$ cat config.mk
export PLATFORM = sky130hd
export DESIGN_NAME = mem_throttle_ctrl
export DESIGN_NICKNAME = d
export VERILOG_FILES = /design/src/rtl/thr_pkg.sv /design/src/rtl/thr_sync.sv /design/src/rtl/thr_window.sv /design/src/rtl/thr_path_fsm.sv /design/src/rtl/thr_duty.sv /design/src/rtl/mem_throttle_ctrl.sv
export SDC_FILE = /design/constraint.sdc
export NUM_CORES = 1
export LEC_CHECK = 0
export ABC_AREA = 1
export BUFFER_PORTS_ARGS = -buffer_cell sky130_fd_sc_hd__buf_2
export CORE_MARGIN = 2
export CORE_UTILIZATION = 70
export CTS_BUF_LIST = sky130_fd_sc_hd__clkbuf_8
export DETAILED_ROUTE_END_ITERATION = 8
export GPL_TIMING_DRIVEN = 0
export PLACE_DENSITY = 0.95
export SYNTH_ARGS = -nofsm -noshare
export SYNTH_HDL_FRONTEND = slang
export SYNTH_SLANG_ARGS = --single-unit
$ cat constraint.sdc
create_clock -name clk -period 18.1 [get_ports clk]
set_input_delay 2.715 -clock clk [delete_from_list [all_inputs] [get_ports clk]]
set_output_delay 2.715 -clock clk [all_outputs]
set_load 0.05 [all_outputs]
$ cat src/rtl/thr_pkg.sv
`timescale 1ns/1ps
package thr_pkg;
    localparam int DUTY_W = 4;

    typedef struct packed {
        logic [DUTY_W-1:0] on_slots;
        logic [DUTY_W-1:0] period;
    } duty_t;

    typedef enum logic [1:0] {
        ST_IDLE       = 2'd0,
        ST_CNT_HOLD   = 2'd1,
        ST_THERM_HOLD = 2'd2
    } path_st_e;

    localparam logic [1:0] HOLD_WINDOWS = 2'd2;
endpackage

$ cat src/rtl/thr_sync.sv
`timescale 1ns/1ps
module thr_sync #(
    parameter int W = 2
) (
    input  logic         clk,
    input  logic         rst_n,
    input  logic [W-1:0] d_async,
    output logic [W-1:0] q_sync
);
    logic [W-1:0] stage1;
    logic [W-1:0] stage2;

    always_ff @(posedge clk) begin
        if (!rst_n) begin
            stage1 <= '0;
            stage2 <= '0;
        end else begin
            stage1 <= d_async;
            stage2 <= stage1;
        end
    end

    assign q_sync = stage2;
endmodule

$ cat src/rtl/thr_window.sv
`timescale 1ns/1ps
module thr_window #(
    parameter int WIN_W     = 16,
    parameter int THR_W     = 8,
    parameter int FRAC_W    = 4,
    parameter int NUM_RANKS = 2,
    parameter int RANK_W    = 1
) (
    input  logic              clk,
    input  logic              rst_n,
    input  logic              run,
    input  logic              rd_en,
    input  logic              wr_en,
    input  logic [WIN_W-1:0]  win_len,
    input  logic [THR_W-1:0]  rd_thresh,
    input  logic [THR_W-1:0]  wr_thresh,
    input  logic              rd_xfer,
    input  logic [RANK_W-1:0] rd_rank,
    input  logic              wr_xfer,
    output logic              boundary,
    output logic              rd_trip,
    output logic              rd_hit,
    output logic              wr_trip,
    output logic              wr_hit
);
    localparam int CNT_W = WIN_W + THR_W;

    logic [WIN_W-1:0] win_cnt;
    logic [CNT_W-1:0] rd_lim;
    logic [CNT_W-1:0] wr_lim;
    logic [CNT_W-1:0] wr_cnt;
    logic [NUM_RANKS-1:0] rk_trip;
    logic rd_seen;
    logic wr_seen;

    assign boundary = run && (win_cnt >= (win_len - WIN_W'(1)));

    always_ff @(posedge clk) begin
        if (!rst_n || !run || boundary) win_cnt <= '0;
        else                            win_cnt <= win_cnt + WIN_W'(1);
    end

    assign rd_lim = (CNT_W'(win_len) * CNT_W'(rd_thresh)) >> FRAC_W;
    assign wr_lim = (CNT_W'(win_len) * CNT_W'(wr_thresh)) >> FRAC_W;

    for (genvar r = 0; r < NUM_RANKS; r++) begin : g_rank
        logic [CNT_W-1:0] rk_cnt;
        logic             rk_ev;
        assign rk_ev = rd_xfer && (rd_rank == RANK_W'(r));
        always_ff @(posedge clk) begin
            if (!rst_n || !rd_en) rk_cnt <= '0;
            else if (boundary)    rk_cnt <= CNT_W'(rk_ev);
            else                  rk_cnt <= rk_cnt + CNT_W'(rk_ev);
        end
        assign rk_trip[r] = rd_en && (rd_lim != '0) && (rk_cnt >= rd_lim);

        a_r2_rank_restart: assert property (@(posedge clk) disable iff (!rst_n)
            (boundary && !rk_ev) |=> (rk_cnt == '0));
    end

    always_ff @(posedge clk) begin
        if (!rst_n || !wr_en) wr_cnt <= '0;
        else if (boundary)    wr_cnt <= CNT_W'(wr_xfer);
        else                  wr_cnt <= wr_cnt + CNT_W'(wr_xfer);
    end

    assign rd_trip = |rk_trip;
    assign wr_trip = wr_en && (wr_lim != '0) && (wr_cnt >= wr_lim);

    always_ff @(posedge clk) begin
        if (!rst_n || boundary) begin
            rd_seen <= 1'b0;
            wr_seen <= 1'b0;
        end else begin
            rd_seen <= rd_seen | rd_trip;
            wr_seen <= wr_seen | wr_trip;
        end
    end

    assign rd_hit = rd_seen | rd_trip;
    assign wr_hit = wr_seen | wr_trip;

    a_r2_write_restart: assert property (@(posedge clk) disable iff (!rst_n)
        (boundary && !wr_xfer) |=> (wr_cnt == '0));
    a_r1_write_stopped: assert property (@(posedge clk) disable iff (!rst_n)
        !wr_en |=> !wr_trip);
    a_r3_zero_never: assert property (@(posedge clk) disable iff (!rst_n)
        (wr_thresh == '0) |-> !wr_trip);
endmodule

$ cat src/rtl/thr_path_fsm.sv
`timescale 1ns/1ps
module thr_path_fsm
    import thr_pkg::*;
(
    input  logic     clk,
    input  logic     rst_n,
    input  logic     en_cnt,
    input  logic     en_th,
    input  logic     cnt_trip,
    input  logic     cnt_hit,
    input  logic     th_trip,
    input  logic     boundary,
    output path_st_e state,
    output logic     active
);
    path_st_e   nxt_state;
    logic [1:0] hold_left;
    logic [1:0] nxt_hold;
    logic       th_act;
    logic       cnt_act;
    logic       hit_act;
    logic       path_on;

    assign path_on = en_cnt || en_th;
    assign th_act  = en_th && th_trip;
    assign cnt_act = en_cnt && cnt_trip;
    assign hit_act = en_cnt && cnt_hit;

    always_ff @(posedge clk) begin
        if (!rst_n) begin
            state     <= ST_IDLE;
            hold_left <= '0;
        end else begin
            state     <= nxt_state;
            hold_left <= nxt_hold;
        end
    end

    always_comb begin
        nxt_state = state;
        nxt_hold  = hold_left;
        if (!path_on) begin
            nxt_state = ST_IDLE;
            nxt_hold  = '0;
        end else begin
            unique case (state)
                ST_IDLE: begin
                    if (th_act) begin
                        nxt_state = ST_THERM_HOLD;
                        nxt_hold  = HOLD_WINDOWS;
                    end else if (cnt_act) begin
                        nxt_state = ST_CNT_HOLD;
                        nxt_hold  = HOLD_WINDOWS;
                    end
                end
                ST_CNT_HOLD, ST_THERM_HOLD: begin
                    if (boundary) begin
                        if (hold_left > 2'd1) begin
                            nxt_hold = hold_left - 2'd1;
                        end else if (th_act) begin
                            nxt_state = ST_THERM_HOLD;
                            nxt_hold  = HOLD_WINDOWS;
                        end else if (hit_act) begin
                            nxt_state = ST_CNT_HOLD;
                            nxt_hold  = HOLD_WINDOWS;
                        end else begin
                            nxt_state = ST_IDLE;
                            nxt_hold  = '0;
                        end
                    end
                end
                default: begin
                    nxt_state = ST_IDLE;
                    nxt_hold  = '0;
                end
            endcase
        end
    end

    always_comb begin
        active = (state != ST_IDLE);
    end

    a_r8_hold_stable: assert property (@(posedge clk) disable iff (!rst_n)
        ((state != ST_IDLE) && !boundary && path_on) |=> (state == $past(state)));
    a_r8_hold_count: assert property (@(posedge clk) disable iff (!rst_n)
        (state != ST_IDLE) |-> (hold_left != 2'd0));
    a_r7_therm_first: assert property (@(posedge clk) disable iff (!rst_n)
        ((state == ST_IDLE) && th_act) |=> (state == ST_THERM_HOLD));
endmodule

$ cat src/rtl/thr_duty.sv
`timescale 1ns/1ps
module thr_duty
    import thr_pkg::*;
(
    input  logic  clk,
    input  logic  rst_n,
    input  logic  active,
    input  duty_t duty,
    output logic  slot
);
    logic [DUTY_W-1:0] phase;

    always_ff @(posedge clk) begin
        if (!rst_n || !active)
            phase <= '0;
        else if ((DUTY_W+1)'(phase) + 1'b1 >= (DUTY_W+1)'(duty.period))
            phase <= '0;
        else
            phase <= phase + 1'b1;
    end

    assign slot = active && (phase < duty.on_slots);

    a_r10_phase_start: assert property (@(posedge clk) disable iff (!rst_n)
        !active |=> (phase == '0));
    a_r10_zero_slots: assert property (@(posedge clk) disable iff (!rst_n)
        (duty.on_slots == '0) |-> !slot);
endmodule

$ cat src/rtl/mem_throttle_ctrl.sv
`timescale 1ns/1ps
module mem_throttle_ctrl
    import thr_pkg::*;
#(
    parameter int WIN_W     = 16,
    parameter int THR_W     = 8,
    parameter int FRAC_W    = 4,
    parameter int NUM_RANKS = 2,
    parameter int RANK_W    = (NUM_RANKS > 1) ? $clog2(NUM_RANKS) : 1
) (
    input  logic                  clk,
    input  logic                  rst_n,
    input  logic [3:0]            mode_en,
    input  logic [WIN_W-1:0]      win_len,
    input  logic [THR_W-1:0]      rd_thresh,
    input  logic [THR_W-1:0]      wr_thresh,
    input  logic [2*DUTY_W-1:0]   rd_cnt_duty,
    input  logic [2*DUTY_W-1:0]   wr_cnt_duty,
    input  logic [2*DUTY_W-1:0]   mod_th_duty,
    input  logic [2*DUTY_W-1:0]   die_th_duty,
    input  logic                  rd_xfer,
    input  logic [RANK_W-1:0]     rd_rank,
    input  logic                  wr_xfer,
    input  logic                  mod_therm_async,
    input  logic                  die_therm_async,
    input  logic                  req_valid,
    input  logic                  req_write,
    input  logic                  req_gfx_hp,
    output logic                  req_grant,
    output logic                  thr_active,
    output logic [2*DUTY_W-1:0]   thr_duty
);
    localparam int EN_RD  = 3;
    localparam int EN_WR  = 2;
    localparam int EN_MOD = 1;
    localparam int EN_DIE = 0;

    logic [1:0] therm_sync;
    logic       boundary, rd_trip, rd_hit, wr_trip, wr_hit;
    path_st_e   rk_st, wp_st;
    logic       rk_act, wp_act;
    duty_t      rk_set, wp_set;
    logic       rk_slot, wp_slot;
    logic       wp_all_traffic;
    logic       hp_read;

    thr_sync #(.W(2)) u_sync (
        .clk     (clk),
        .rst_n   (rst_n),
        .d_async ({mod_therm_async, die_therm_async}),
        .q_sync  (therm_sync)
    );

    thr_window #(
        .WIN_W(WIN_W), .THR_W(THR_W), .FRAC_W(FRAC_W),
        .NUM_RANKS(NUM_RANKS), .RANK_W(RANK_W)
    ) u_window (
        .clk       (clk),
        .rst_n     (rst_n),
        .run       (|mode_en),
        .rd_en     (mode_en[EN_RD]),
        .wr_en     (mode_en[EN_WR]),
        .win_len   (win_len),
        .rd_thresh (rd_thresh),
        .wr_thresh (wr_thresh),
        .rd_xfer   (rd_xfer),
        .rd_rank   (rd_rank),
        .wr_xfer   (wr_xfer),
        .boundary  (boundary),
        .rd_trip   (rd_trip),
        .rd_hit    (rd_hit),
        .wr_trip   (wr_trip),
        .wr_hit    (wr_hit)
    );

    thr_path_fsm u_rank_path (
        .clk      (clk),
        .rst_n    (rst_n),
        .en_cnt   (mode_en[EN_RD]),
        .en_th    (mode_en[EN_MOD]),
        .cnt_trip (rd_trip),
        .cnt_hit  (rd_hit),
        .th_trip  (therm_sync[1]),
        .boundary (boundary),
        .state    (rk_st),
        .active   (rk_act)
    );

    thr_path_fsm u_write_path (
        .clk      (clk),
        .rst_n    (rst_n),
        .en_cnt   (mode_en[EN_WR]),
        .en_th    (mode_en[EN_DIE]),
        .cnt_trip (wr_trip),
        .cnt_hit  (wr_hit),
        .th_trip  (therm_sync[0]),
        .boundary (boundary),
        .state    (wp_st),
        .active   (wp_act)
    );

    always_comb begin
        rk_set = (rk_st == ST_THERM_HOLD) ? duty_t'(mod_th_duty) : duty_t'(rd_cnt_duty);
        wp_set = (wp_st == ST_THERM_HOLD) ? duty_t'(die_th_duty) : duty_t'(wr_cnt_duty);
        wp_all_traffic = (wp_st == ST_CNT_HOLD);
    end

    thr_duty u_rank_gate (
        .clk    (clk),
        .rst_n  (rst_n),
        .active (rk_act),
        .duty   (rk_set),
        .slot   (rk_slot)
    );

    thr_duty u_write_gate (
        .clk    (clk),
        .rst_n  (rst_n),
        .active (wp_act),
        .duty   (wp_set),
        .slot   (wp_slot)
    );

    always_comb begin
        hp_read    = req_gfx_hp && !req_write;
        req_grant  = req_valid && (hp_read ||
                     ((!rk_act || rk_slot) &&
                      (!wp_act || !(req_write || wp_all_traffic) || wp_slot)));
        thr_active = rk_act || wp_act;
        if (rk_act)      thr_duty = rk_set;
        else if (wp_act) thr_duty = wp_set;
        else             thr_duty = '0;
    end

    a_r1_mode_off: assert property (@(posedge clk) disable iff (!rst_n)
        (mode_en == 4'b0000) |=> !thr_active);
    a_r11_hp_read: assert property (@(posedge clk) disable iff (!rst_n)
        (req_valid && req_gfx_hp && !req_write) |-> req_grant);
    a_r12_idle_grant: assert property (@(posedge clk) disable iff (!rst_n)
        (!thr_active && req_valid) |-> req_grant);
    a_r6_reads_free: assert property (@(posedge clk) disable iff (!rst_n)
        ((wp_st == ST_THERM_HOLD) && !rk_act && req_valid && !req_write) |-> req_grant);
endmodule

**Word level (Yosys, flattened, before mapping)**

Cells that the tools add are included.

- Flip-flop bits (word level): 110
- Output and inout port bits: 10

- $add $sub $neg: 11
- Multipliers: 2
- $lt $le $gt $ge: 10
- Equal/unequal tests: 10
- Muxes and demuxes: 35
- Bitwise logic cells: 3
- Reductions and logical operators: 62

Operators by type and width:

| cell | number |
|---|---|
| $add A24 B1 Y24 | 3 |
| $ge A24 B20 Y1 | 3 |
| $mul A16 B8 Y24 | 2 |
| $reduce_bool A24 Y1 | 2 |
| $mux W2 | 22 |
| $mux W8 | 4 |
| $logic_and A1 B1 Y1 | 19 |
| $add A16 B1 Y16 const B | 1 |
| $ge A16 B16 Y1 | 1 |
| $pmux W2 S2 | 4 |
| $sub A16 B1 Y16 const B | 1 |
| $logic_or A1 B1 Y1 | 15 |
| $reduce_or A2 Y1 | 7 |
| $add A4 B1 Y5 const B | 2 |
| $ge A5 B4 Y1 | 2 |
| $add A4 B1 Y4 const B | 2 |
| $logic_not A1 Y1 | 8 |
| $lt A4 B4 Y1 | 2 |
| $ne A2 B2 Y1 const B | 4 |
| $reduce_and A2 Y1 | 4 |
| $ne A3 B1 Y1 const B | 2 |
| $reduce_and A3 Y1 | 2 |
| $mux W1 | 5 |
| $eq A2 B1 Y1 const B | 2 |
| 8 further kinds | 14 |

**Depth between registers and ports, before layout**

- Depth in word-level cells: 12
- Mapped depth: 40

**Cells and area by module**

Synthesis repeated with hierarchy kept, for this count alone.

- Cell total of the unflattened synthesis: 2336
- Area, all modules: 16524.6 sq um

By module, submodules not included:

| module | times used | cells an instance | area an instance (sq um) |
|---|---|---|---|
| thr_window | 1 | 2039 | 14615.3 |
| thr_duty | 2 | 47 | 357.8 |
| thr_path_fsm | 2 | 47 | 297.8 |
| mem_throttle_ctrl | 1 | 97 | 488.0 |
| thr_sync | 1 | 12 | 110.1 |

**Worst setup path after synthesis**

No wires, ideal clock.

- Path kind: input to register
- Start point: input win_len[9]
- End point: register u_write_path.state[0]
- Arrival: 7976 ps
- Data required time: 17984 ps
- Slack: 10008 ps
- Stages: 29
- Path buffers: 2
- Cell sequence: clkbuf_1 buf_1 nand2_1 fa_1 fa_1 fa_1 fa_1 inv_1 ha_1 nand2_1 nor2_1 inv_1 nor3_1 nand3_1 nand3_1 xor2_1 ha_1 a21oi_1 nor2_1 a2111oi_0 nand4_1 nand2_1 inv_1 nand2_1 nand3_1 nand3b_1 nor2_1 nand2_1 a21oi_1

- Cells in the longest elaborated chain, start to end: 11
- Elaborated cells on any way between the ends: 19
- Classes of those cells: add/sub: 1; mul: 1; order compare: 2; eq/ne: 2; mux: 5; bitwise: 1; reduce/logical: 7

RTL lines:

| what | line | text |
|---|---|---|
| from (decl) | mem_throttle_ctrl.sv:14 | `input logic [WIN_W-1:0] win_len,` |
| parallel branches: the longest is 11 deep, another holds $mul A16 B8 Y24 | -- |  |
| to (signal assigned) | thr_path_fsm.sv:34 | `state <= nxt_state;` |
| to (decl) | thr_path_fsm.sv:13 | `output path_st_e state,` |

Parallel ways; which one is timed is not known. The select of a mux whose other input is x is not followed.
A chain may end at the register's enable or synchronous reset.

**Worst setup path after layout**

- Start point: input win_len[8]
- End point: register u_write_path.hold_left[1]

- Cells in the longest elaborated chain, start to end: 11
- Elaborated cells on any way between the ends: 19
- Classes of those cells: add/sub: 1; mul: 1; order compare: 2; eq/ne: 2; mux: 5; bitwise: 1; reduce/logical: 7

RTL lines:

| what | line | text |
|---|---|---|
| parallel branches: the longest is 11 deep, another holds $mul A16 B8 Y24 | -- |  |
| to (signal assigned) | thr_path_fsm.sv:35 | `hold_left <= nxt_hold;` |
| to (decl) | thr_path_fsm.sv:17 | `logic [1:0] hold_left;` |

Parallel ways; which one is timed is not known. The select of a mux whose other input is x is not followed.

==> flow_metrics.tcl <==
set metrics [dict create \
    arrival_ns 9.48 \
    status "finished clean" \
    mostFrequentLayoutCell "nand2_1" \
    p_leak_nw 8.712 \
    fmax_mhz 108.6 \
    period_needed_ns 9.205 \
    postCtsSetupRepairBufs 0 \
    synth.avg_cell_area_um2 7.170 \
    antenna_found_initial 2 \
    clk_latency_ns 0.39 \
    finalInstanceArea_um2 16690 \
    yosysWarnings 0 \
    drcViolationCount 0 \
    cts.reportedPaths.clkPinSlew_ns 0.11 \
    rsz0062_at_grt "no" \
    grt_max_degree 21 \
    yosysSeqAreaShare 0.1390 \
    dr.pass1.iters 7 \
    clkSinkCount 110 \
    crit_path_top_delay_cell "clkbuf_1" \
    grt_usage 0.3529 \
    cp-start-kind "input port" \
    num_rows 55 \
    gr-total-overflow 0 \
    multiInputGateArea_um2 11730 \
    cpMostUsedCell "nand2_1" \
    cts_root_buf "clkbuf_8" \
    endpoint_kind "register" \
    reg2reg_depth 19 \
    post_drt_wl_per_cell_um 15.76 \
    hold_path.class "register to register" \
    ys_async_sr_fraction 0 \
    synth.cell_area_um2 15850 \
    die_area_um2 23850 \
    drive_gt1_frac 0.05252 \
    final_cell_mix "nand2_1, inv_1, ha_1" \
    dp.cells 2554 \
    avgViaCountPerCell 5.742 \
    setup.worst_path.class "input port to register" \
    power_density_nw_per_um2 114.7 \
    startpoint "win_len[8]" \
    cts_resized 0 \
    place_area_um2 16500 \
    vias 14769 \
    hold_violations 0 \
    tightest_slew_ns 0.8089 \
    timing.rr.start "u_window.g_rank[1].rk_cnt[0]" \
    gp_congestion 0.9750 \
    nNetsFinal 2712 \
    n_fill_cell 1678 \
    fin_skew_ns 0.01832 \
    cts_made_buffers 9 \
    htreeDepth 3 \
    stdcell_count 2572 \
    hold-path-cell-count 2 \
    worst-path-buf-inv 6 \
    syn_inst 2210 \
    io_buffers 59 \
    grt_pass1_vias 15358 \
    yosys.area.top_type "fa_1" \
    hold_end "u_sync.q_sync[0]" \
    regToRegSetupSlack_ns 14.92 \
    report.final.slew_viol_count 0 \
    regArea_um2 2202 \
    hold_buffers 0 \
    cts_buffer_depth 2 \
    synth_nets 2642 \
    ir_drop_uv 89.39 \
    ioPinCount 88 \
    fin_crit_sh 0.5085 \
    setup_viol 0 \
    fp.dieH_um 154.5 \
    drt-total-wl_um 40520 \
    worstPathMaxFanout 10 \
    synthTopCellsByArea "fa_1, ha_1, dfxtp_1, nand2_1, inv_1" \
    grt_pass1_wl_um 69370 \
    syn_to_final_growth_pct 5.362 \
    critical-path-max-stage-delay_ns 0.57 \
    hpwl_um 33100 \
    initial_core_util 0.7063 \
    cap_viol_max_count 0 \
    cts_tree "done" \
    worstReg2RegEnd "u_window.g_rank[1].rk_cnt[22]" \
    synth_flop_cell "dfxtp_1" \
    fin_hold_ws_ns 0.4214 \
    yosys.area.top_type_share 0.2123 \
    yosysUniqueCellTypes 55 \
    drt_iter0_markers 1050 \
    drtAntennaViolNets 0 \
    cp.required_ns 18.38 \
    crit_family "adder cells" \
    ys_seq_elements 110 \
    die_x_um 154.5 \
    final.setup.tns_ns 0 \
    core_um2 22430 \
    synth-edff-count 0 \
    relSlewSlack 0.4607 \
    hold_start "u_sync.stage1[0]" \
]
layer usage:
| layer | up-vias | track usage | wire [um] |
|---|---|---|---|
| met4 | 0 | 0.1556 | 1823 |
| met2 | 660 | 0.6350 | 20340 |
| met1 | 6926 | 0.4115 | 15410 |
| met3 | 186 | 0.06388 | 2944 |
| met5 | - | 0 | 0 |
| li1 | 6997 | - | - |
synth_stat cells (30+ instances only):
master	instances
nor2_1	157
nand2_1	574
clkbuf_1	60
o21ai_0	31
ha_1	186
nor3b_1	31
a21oi_1	112
nor3_1	37
xor2_1	47
nand3_1	74
dfxtp_1	110
inv_1	420
fa_1	168
nand4_1	30
worst reg2reg max path: stages (launching register included):
cell and delay [ns]:
dfxtp_1 0.36, ha_1 0.28, ha_1 0.21, nand2_1 0.06, inv_2 0.06, nand2_1 0.07, nor2_2 0.15, nand2_1 0.08
nor2_2 0.19, nand4_1 0.14, nor2_1 0.21, nand2_1 0.11, nor2_2 0.15, nand3_1 0.08, nor2_1 0.21, nand2_1 0.13
nor3_2 0.21, nand2_1 0.10, nor3b_1 0.21, nor3_1 0.07
area by class of cell:
class                   count  share of cell area
inverters                 432             0.09878
repair buffers             59             0.01769
multi-input cells        1598              0.7026
plain buffers              70             0.01581
clock inverters             7            0.004122
diodes                      2           0.0002998
well taps                 285             0.02136
clock buffers               9            0.007420
flip-flops and latches    110              0.1319
registers in the layout, indices dropped and copies added, names as in the netlist:
register and count:
u_window.rd_seen 1, u_write_path.state 2, u_write_gate.phase 4, u_write_path.hold_left 2, u_rank_path.hold_left 2, u_sync.q_sync 2
u_window.win_cnt 16, u_window.wr_cnt 24, u_rank_gate.phase 4, u_sync.stage1 2, u_window.g_rank.rk_cnt 48, u_window.wr_seen 1
u_rank_path.state 2
through the flow:
stage | total power [mW] | worst slack, ns | util
floorplan | 1.384 | 10.01 | -
global placement | 1.663 | 8.885 | 0.7354
detailed placement | 1.735 | 8.763 | 0.7354
CTS | 1.889 | 9.073 | 0.7439
global route | 2.137 | 8.502 | 0.7441
finish | 1.915 | 8.895 | 0.7442
logic make-up (layout without fill, tap and decap cells):
kind of cell	Yosys count	count (layout)	share of synthesized area
flops	110	110	0.1390
simple gates	953	953	0.2592
xor+xnor	72	72	0.04027
compound gates	203	203	0.07138
fa+ha+maj	354	354	0.3591
other cells	0	2	0
buf+inv	502	577	0.1207
mux	16	16	0.01026
power by group:
part           internal (mW)  switching, mW
Sequential             0.244        0.00179
Clock                 0.0534         0.0930
Combinational          0.544          0.979
worst max-delay path by stage:
stage	endpoint	cells after the start	slack (ns)
detailed placement	u_write_path.hold_left[1]	29	8.76
finish	u_write_path.hold_left[1]	29	8.90
global route	u_write_path.hold_left[1]	29	8.50
floorplan	u_write_path.state[0]	29	10.01
global placement	u_write_path.state[0]	29	8.88
CTS	u_write_path.hold_left[1]	29	9.07
No activity file was read; power rests on OpenSTA's default activity.
